[src/rtl/srx_pkg.sv]
package srx_pkg;

    typedef enum logic [2:0] {
        RX_IDLE,
        RX_START,
        RX_SHIFT,
        RX_STOP,
        RX_BREAK,
        RX_RESYNC
    } rx_state_e;

    // status flag positions
    localparam int FLG_AVAIL = 0;
    localparam int FLG_FERR  = 1;
    localparam int FLG_BRK   = 2;
    localparam int FLG_CTRL  = 3;
    localparam int FLG_WAKE  = 4;
    localparam int FLG_W     = 5;

    // enable register positions
    localparam int EN_AVAIL_IE = 0;
    localparam int EN_DMA      = 1;
    localparam int EN_FERR_IE  = 2;
    localparam int EN_BRK_IE   = 3;
    localparam int EN_CTRL_IE  = 4;
    localparam int EN_WAKE_IE  = 5;
    localparam int EN_W        = 6;

    localparam logic SEL_FLAGS  = 1'b0;
    localparam logic SEL_ENABLE = 1'b1;

    // a control character has both of these bits clear
    localparam int CTRL_BIT_LO = 5;
    localparam int CTRL_BIT_HI = 6;

endpackage

[src/rtl/srx_sync.sv]
module srx_sync #(
    parameter int   STAGES    = 2,
    parameter logic RESET_VAL = 1'b1
) (
    input  logic clk,
    input  logic rst_n,
    input  logic d,
    output logic q
);

    logic [STAGES-1:0] chain_q;

    always_ff @(posedge clk or negedge rst_n) begin
        if (!rst_n) begin
            chain_q <= {STAGES{RESET_VAL}};
        end else begin
            chain_q <= {chain_q[STAGES-2:0], d};
        end
    end

    assign q = chain_q[STAGES-1];

endmodule

[src/rtl/srx_deser.sv]
module srx_deser
    import srx_pkg::*;
#(
    parameter int DATA_W = 8,
    parameter int OSR    = 16
) (
    input  logic              clk,
    input  logic              rst_n,
    input  logic              line,
    input  logic              tick,
    output logic              char_evt,
    output logic              char_ferr,
    output logic [DATA_W-1:0] char_data,
    output logic              char_wake,
    output logic              brk_start_evt,
    output logic              brk_end_evt
);

    // payload = data bits, parity bit, wake-up bit
    localparam int PAY_W = DATA_W + 2;
    localparam int CNT_W = $clog2(OSR);
    localparam int IDX_W = $clog2(PAY_W + 1);
    localparam logic [CNT_W-1:0] MID_CNT  = CNT_W'(OSR / 2 - 1);
    localparam logic [CNT_W-1:0] LAST_CNT = CNT_W'(OSR - 1);
    localparam logic [IDX_W-1:0] IDX_LAST = IDX_W'(PAY_W - 1);

    rx_state_e          state_q, state_d;
    logic [CNT_W-1:0]   cnt_q;
    logic [IDX_W-1:0]   idx_q;
    logic [PAY_W-1:0]   pay_q;
    logic               mid_hit;
    logic               bit_hit;
    logic               pay_zero;
    logic               stop_hit;

    assign mid_hit  = tick && (cnt_q == MID_CNT);
    assign bit_hit  = tick && (cnt_q == LAST_CNT);
    assign pay_zero = (pay_q == '0);

    // next-state logic
    always_comb begin
        state_d = state_q;
        unique case (state_q)
            RX_IDLE: begin
                if (!line) state_d = RX_START;
            end
            RX_START: begin
                if (mid_hit) state_d = line ? RX_IDLE : RX_SHIFT;
            end
            RX_SHIFT: begin
                if (bit_hit && (idx_q == IDX_LAST)) state_d = RX_STOP;
            end
            RX_STOP: begin
                if (bit_hit) begin
                    if (line)          state_d = RX_IDLE;
                    else if (pay_zero) state_d = RX_BREAK;
                    else               state_d = RX_RESYNC;
                end
            end
            RX_BREAK, RX_RESYNC: begin
                if (line) state_d = RX_IDLE;
            end
            default: state_d = RX_IDLE;
        endcase
    end

    // state register
    always_ff @(posedge clk or negedge rst_n) begin
        if (!rst_n) state_q <= RX_IDLE;
        else        state_q <= state_d;
    end

    // strobe counter, payload index and shift register
    always_ff @(posedge clk or negedge rst_n) begin
        if (!rst_n) begin
            cnt_q <= '0;
            idx_q <= '0;
            pay_q <= '0;
        end else begin
            if (state_d != state_q) begin
                cnt_q <= '0;
            end else if (tick) begin
                cnt_q <= (cnt_q == LAST_CNT) ? '0 : cnt_q + 1'b1;
            end

            if (state_q == RX_START) begin
                idx_q <= '0;
            end else if ((state_q == RX_SHIFT) && bit_hit) begin
                idx_q <= idx_q + 1'b1;
            end

            if ((state_q == RX_SHIFT) && bit_hit) begin
                pay_q <= {line, pay_q[PAY_W-1:1]};
            end
        end
    end

    // event outputs
    always_comb begin
        stop_hit      = (state_q == RX_STOP) && bit_hit;
        char_evt      = stop_hit && (line || !pay_zero);
        char_ferr     = !line;
        brk_start_evt = stop_hit && !line && pay_zero;
        brk_end_evt   = (state_q == RX_BREAK) && line;
    end

    assign char_data = pay_q[DATA_W-1:0];
    assign char_wake = pay_q[PAY_W-1];

endmodule

[src/rtl/srx_flags.sv]
module srx_flags
    import srx_pkg::*;
#(
    parameter int DATA_W = 8
) (
    input  logic              clk,
    input  logic              rst_n,
    input  logic              char_evt,
    input  logic              char_ferr,
    input  logic [DATA_W-1:0] char_data,
    input  logic              char_wake,
    input  logic              brk_start_evt,
    input  logic              brk_end_evt,
    input  logic              wr_en,
    input  logic              wr_sel,
    input  logic [EN_W-1:0]   wr_data,
    input  logic [DATA_W-1:0] wake_match,
    input  logic [DATA_W-1:0] wake_mask,
    input  logic              dma_eop,
    output logic [DATA_W-1:0] rx_data,
    output logic [FLG_W-1:0]  flags,
    output logic [EN_W-1:0]   enables,
    output logic              irq,
    output logic              dma_req
);

    logic [FLG_W-1:0]  set_v;
    logic [FLG_W-1:0]  clr_v;
    logic [FLG_W-1:0]  flg_q;
    logic [EN_W-1:0]   en_q;
    logic [DATA_W-1:0] data_q;
    logic              is_ctrl;
    logic              wake_ok;
    logic              avail_req;

    always_comb begin
        is_ctrl = !char_data[CTRL_BIT_LO] && !char_data[CTRL_BIT_HI];
        wake_ok = char_wake && (((char_data ^ wake_match) & wake_mask) == '0);

        set_v            = '0;
        set_v[FLG_AVAIL] = char_evt | brk_end_evt;
        set_v[FLG_FERR]  = char_evt & char_ferr;
        set_v[FLG_BRK]   = brk_start_evt | brk_end_evt;
        set_v[FLG_CTRL]  = (char_evt & is_ctrl) | brk_end_evt;
        set_v[FLG_WAKE]  = char_evt & wake_ok;

        clr_v = (wr_en && (wr_sel == SEL_FLAGS)) ? wr_data[FLG_W-1:0] : '0;
    end

    // one sticky flop per flag; a set overrides a clear
    for (genvar i = 0; i < FLG_W; i++) begin : g_flag
        always_ff @(posedge clk or negedge rst_n) begin
            if (!rst_n) flg_q[i] <= 1'b0;
            else        flg_q[i] <= set_v[i] | (flg_q[i] & ~clr_v[i]);
        end
    end

    always_ff @(posedge clk or negedge rst_n) begin
        if (!rst_n) begin
            en_q <= '0;
        end else if (wr_en && (wr_sel == SEL_ENABLE)) begin
            en_q <= wr_data;
        end
    end

    always_ff @(posedge clk or negedge rst_n) begin
        if (!rst_n) begin
            data_q <= '0;
        end else if (brk_end_evt) begin
            data_q <= '0;
        end else if (char_evt) begin
            data_q <= char_data;
        end
    end

    always_comb begin
        avail_req = flg_q[FLG_AVAIL] & en_q[EN_AVAIL_IE] & (!en_q[EN_DMA] | dma_eop);
        irq = avail_req
            | (flg_q[FLG_FERR] & en_q[EN_FERR_IE])
            | (flg_q[FLG_BRK]  & en_q[EN_BRK_IE])
            | (flg_q[FLG_CTRL] & en_q[EN_CTRL_IE])
            | (flg_q[FLG_WAKE] & en_q[EN_WAKE_IE]);
        dma_req = en_q[EN_DMA] & flg_q[FLG_AVAIL];
    end

    assign rx_data = data_q;
    assign flags   = flg_q;
    assign enables = en_q;

endmodule

[src/rtl/serial_rx_flags.sv]
module serial_rx_flags
    import srx_pkg::*;
#(
    parameter int DATA_W      = 8,
    parameter int OSR         = 16,
    parameter int SYNC_STAGES = 2
) (
    input  logic              clk,
    input  logic              rst_n,
    input  logic              rxd,
    input  logic              os_tick,
    input  logic              wr_en,
    input  logic              wr_sel,
    input  logic [EN_W-1:0]   wr_data,
    input  logic [DATA_W-1:0] wake_match,
    input  logic [DATA_W-1:0] wake_mask,
    input  logic              dma_eop,
    output logic [DATA_W-1:0] rx_data,
    output logic [FLG_W-1:0]  flags,
    output logic              irq,
    output logic              dma_req
);

    logic              line_s;
    logic              char_evt;
    logic              char_ferr;
    logic [DATA_W-1:0] char_data;
    logic              char_wake;
    logic              brk_start_evt;
    logic              brk_end_evt;
    logic [EN_W-1:0]   ctrl_en;

    srx_sync #(
        .STAGES    (SYNC_STAGES),
        .RESET_VAL (1'b1)
    ) u_sync (
        .clk   (clk),
        .rst_n (rst_n),
        .d     (rxd),
        .q     (line_s)
    );

    srx_deser #(
        .DATA_W (DATA_W),
        .OSR    (OSR)
    ) u_deser (
        .clk           (clk),
        .rst_n         (rst_n),
        .line          (line_s),
        .tick          (os_tick),
        .char_evt      (char_evt),
        .char_ferr     (char_ferr),
        .char_data     (char_data),
        .char_wake     (char_wake),
        .brk_start_evt (brk_start_evt),
        .brk_end_evt   (brk_end_evt)
    );

    srx_flags #(
        .DATA_W (DATA_W)
    ) u_flags (
        .clk           (clk),
        .rst_n         (rst_n),
        .char_evt      (char_evt),
        .char_ferr     (char_ferr),
        .char_data     (char_data),
        .char_wake     (char_wake),
        .brk_start_evt (brk_start_evt),
        .brk_end_evt   (brk_end_evt),
        .wr_en         (wr_en),
        .wr_sel        (wr_sel),
        .wr_data       (wr_data),
        .wake_match    (wake_match),
        .wake_mask     (wake_mask),
        .dma_eop       (dma_eop),
        .rx_data       (rx_data),
        .flags         (flags),
        .enables       (ctrl_en),
        .irq           (irq),
        .dma_req       (dma_req)
    );

endmodule

[config.mk]
export PLATFORM = sky130hd
export DESIGN_NAME = serial_rx_flags
export DESIGN_NICKNAME = d
export VERILOG_FILES = /design/src/rtl/srx_pkg.sv /design/src/rtl/srx_sync.sv /design/src/rtl/srx_deser.sv /design/src/rtl/srx_flags.sv /design/src/rtl/serial_rx_flags.sv
export SDC_FILE = /design/constraint.sdc
export NUM_CORES = 1
export LEC_CHECK = 0
export BUFFER_PORTS_ARGS = -buffer_cell sky130_fd_sc_hd__buf_4
export CAP_MARGIN = 5
export CELL_PAD_IN_SITES_DETAIL_PLACEMENT = 2
export CELL_PAD_IN_SITES_GLOBAL_PLACEMENT = 2
export CORE_ASPECT_RATIO = 0.7
export CORE_UTILIZATION = 34
export DETAILED_ROUTE_END_ITERATION = 8
export PLACE_DENSITY_LB_ADDON = 0.08
export SYNTH_ARGS = -nofsm -noshare
export SYNTH_HDL_FRONTEND = slang
export SYNTH_HIERARCHICAL = 1
export SYNTH_SLANG_ARGS = --single-unit
[constraint.sdc]
create_clock -name clk -period 2.42 [get_ports clk]
set_input_delay 0.121 -clock clk [delete_from_list [all_inputs] [get_ports clk]]
set_output_delay 0.121 -clock clk [all_outputs]
set_load 0.01 [all_outputs]
==> flow_metrics.tcl <==
set metrics [dict create \
    crit_slowest_cell "dfrtp_1" \
    register_area_sq_mm 0.001054 \
    worst-path-buf-inv 1 \
    fmax_ghz 0.4553 \
    drive_above_1_share 0.2814 \
    fill_cells 671 \
    start_util 0.3658 \
    peakVddDrop_uv 250.0 \
    vias_per_cell 5.367 \
    post-route-min-period_ns 2.196 \
    wl_met3_microns 257 \
    worst-path-max-fanout 12 \
    switching_share 0.3097 \
    gp_congestion 0.7461 \
    setup_tns_ns 0 \
    synth_top_family_by_area "simple AND/OR/NAND/NOR gates" \
    wirelength_microns 6354 \
    seqPwrFrac 0.509 \
    cp-end-kind "flip-flop" \
    critical_path_class "flip-flop to flip-flop" \
    design.core.area_sq_mm 0.005928 \
    routed-wl-met2_microns 2995 \
    yosys.area.top_type "dfrtp_1" \
    synth.distinct_cells 46 \
    die_height_microns 68.82 \
    setup_viol 0 \
    final_area_sq_mm 0.002663 \
    antenna_found_initial 0 \
    grt_pass1_vias 1944 \
    htreeDepth 2 \
    postPlaceCellArea_sq_mm 0.002551 \
    syn_area_sq_mm 0.002168 \
    muxShareOfSynthArea 0.08252 \
    yosys.area.top_type_share 0.4616 \
    maxSlewViolCount 0 \
    die_area_sq_mm 0.006706 \
    syn_area_per_cell_sq_um 9.946 \
    finalHoldViolCount 0 \
    synth-compound-area-share 0.1108 \
    rows 23 \
    grt_overflow 0 \
    io_buffers 43 \
    multi_input_area_sq_um 994.7 \
    yosysWarningCount 6 \
    status "completed" \
    insertedDiodeCount 0 \
    finClkSkew_ns 0.004255 \
    drtIter0Drc 68 \
    worstPathRequired_ns 2.65 \
    highest_layer "met4" \
    p_clk_frac 0.286 \
    rrSetupSlack_ns 0.22 \
    slew_headroom 0.5973 \
    crit_chain "ha_1 > and3_1 > nand4_1 > nor3_2 > buf_4 > nand2_1 > a21oi_1 > a32o_2" \
    hp-class "input port to flip-flop" \
    worstPathArrival_ns 2.43 \
    rsz0062_at_grt "no" \
    nets 294 \
    synth_edf_count 0 \
    yosys.area_share.simple 0.2025 \
    clkTransAtPathRegs_ns 0.08 \
    grt_first_pass_wirelength_microns 10190 \
    m1WireLength_microns 3017 \
    synth_fa_ha_area_frac 0.01731 \
    power.density_mw_per_mm2 611.6 \
    drc_errors 0 \
    clockRootBuffer "clkbuf_8" \
    cts_sinks 42 \
    ant_nets 0 \
    maxCapViolCount 0 \
    hpwl_microns 4713 \
    grtUsageTotal 0.2008 \
    wl_per_cell_microns 18.80 \
    ios 44 \
    async_reset_ff_frac 1.000 \
    synth_nets 250 \
    ys_top_cells_by_area "dfrtp_1, nand2_1, mux2i_1" \
    pwr-share-comb 0.205 \
    yosysSeqAreaShare 0.4859 \
    path_delay_family "simple AND/OR/NAND/NOR gates" \
    synthFlopType "dfrtp_1" \
    grt_start_max_net_pins 43 \
    vias 1814 \
    yosys.area_share.xor_xnor 0.04039 \
    tightest_slew_ns 0.5986 \
    clk_latency_ns 0.30 \
    cts_made_buffers 5 \
    switchingPower_mw 0.5043 \
    cpPeakStageDelay_ns 0.43 \
    leakagePower_nw 1.351 \
    drtPass1Iterations 4 \
    die_x_microns 97.45 \
    cts_max_path_buffers 2 \
    p_int_mw 1.124 \
    area_growth_pct 22.79 \
    synthCells 218 \
    finalCritPeriodShare 0.9076 \
    start_kind "flip-flop" \
    ys_seq_elements 42 \
    tritoncts "built" \
]
[layout make-up]
class,instances,share of cell area
Clock buffer,7,0.03242
Inverter,7,0.009868
Tap cell,75,0.03524
Multi-Input combinational cell,153,0.3736
Timing Repair Buffer,53,0.1513
Sequential cell,42,0.3957
Clock inverter,1,0.001880
[per-layer routing]
layer / global-route usage / up-vias
met5: 0 / -
met4: 0.06985 / 0
met3: 0.03931 / 10
met2: 0.3156 / 37
met1: 0.2802 / 927
li1: - / 840
[logic make-up after synthesis]
family / Yosys count
simple gates: 91
flops: 42
compound gates: 32
buf+inv: 23
mux: 17
xor+xnor: 10
fa+ha+maj: 3
[power by group through the flow]
| stage | Clock [mW] | Combinational, mW | Sequential (mW) |
|---|---|---|---|
| floorplan | 0 | 0.226 | 0.803 |
| detailed placement | 0 | 0.330 | 0.841 |
| finish | 0.466 | 0.333 | 0.829 |
| global placement | 0 | 0.326 | 0.836 |
| global route | 0.517 | 0.374 | 0.838 |
| CTS | 0.488 | 0.337 | 0.829 |
[synthesized netlist by cell type (4+ instances only)]
library cell / number
mux2i_1: 10
nor2_1: 16
inv_1: 7
nand2_1: 41
nor4_1: 5
nor3_1: 4
xor2_1: 9
buf_4: 9
a21oi_1: 6
nand3_1: 7
mux2_2: 7
o21ai_0: 7
dfrtp_1: 40
[final timing paths]
check / start / end / depth (start not counted)
max in group asynchronous: rst_n / u_sync/chain_q[1]$_DFF_PN1_ / 2
worst min register to register: u_sync/chain_q[0]$_DFF_PN1_ / u_sync/chain_q[1]$_DFF_PN1_ / 0
worst max-delay path: u_deser/cnt_q[0]$_DFFE_PN0P_ / u_flags/flags[4]$_DFF_PN0_ / 8
min in group asynchronous: rst_n / u_deser/state_q[0]$_DFF_PN0_ / 2
worst min-delay path: wr_data[5] / u_flags/enables[5]$_DFFE_PN0P_ / 2
worst max register to register: u_deser/cnt_q[0]$_DFFE_PN0P_ / u_flags/flags[4]$_DFF_PN0_ / 8
[flip-flops by register name, indices dropped and copies added, names as in the netlist]
register	flops
u_deser/cnt_q	4
u_deser/idx_q	4
u_deser/pay_q	10
u_deser/state_q	3
u_flags/enables	6
u_flags/flags	5
u_flags/rx_data	8
u_sync/chain_q	2
[through the flow]
| step | instances | power (mW) | setup WS (ns) | utilization | hold WS, ns |
|---|---|---|---|---|---|
| after floorplan | 218 | 1.029 | 0.5174 | - | -0.1746 |
| after global placement | 328 | 1.162 | 0.3548 | 0.4304 | 0.1531 |
| after detailed placement | 328 | 1.170 | 0.2577 | 0.4304 | 0.1487 |
| after CTS | 338 | 1.654 | 0.2169 | 0.4491 | 0.05535 |
| after global routing | 338 | 1.729 | 0.1088 | 0.4491 | 0.05768 |
| final | 338 | 1.628 | 0.2237 | 0.4491 | 0.06384 |
[layout by cell type (no fill, tap or decap), types with 3 or more instances in the layout]
master    synthesis  layout
buf_4             9      51
nand2_1          41      41
dfrtp_1          40      40
nor2_1           16      16
mux2i_1          10      10
xor2_1            9       9
inv_1             7       7
nand3_1           7       7
o21ai_0           7       7
mux2_2            7       7
clkbuf_8          0       6
a21oi_1           6       6
nor4_1            5       4
nor3_1            4       3
or3_1             3       3
ha_1              3       3
a211o_1           3       3
[repair_timing]
action / in CTS / in global routing
hold buffers: 2 / 0
gates resized for setup: 0 / 0
buffers inserted: 0 / 0
endpoints found under the hold margin: 41 / 0
(Power assumes the default switching activity.)
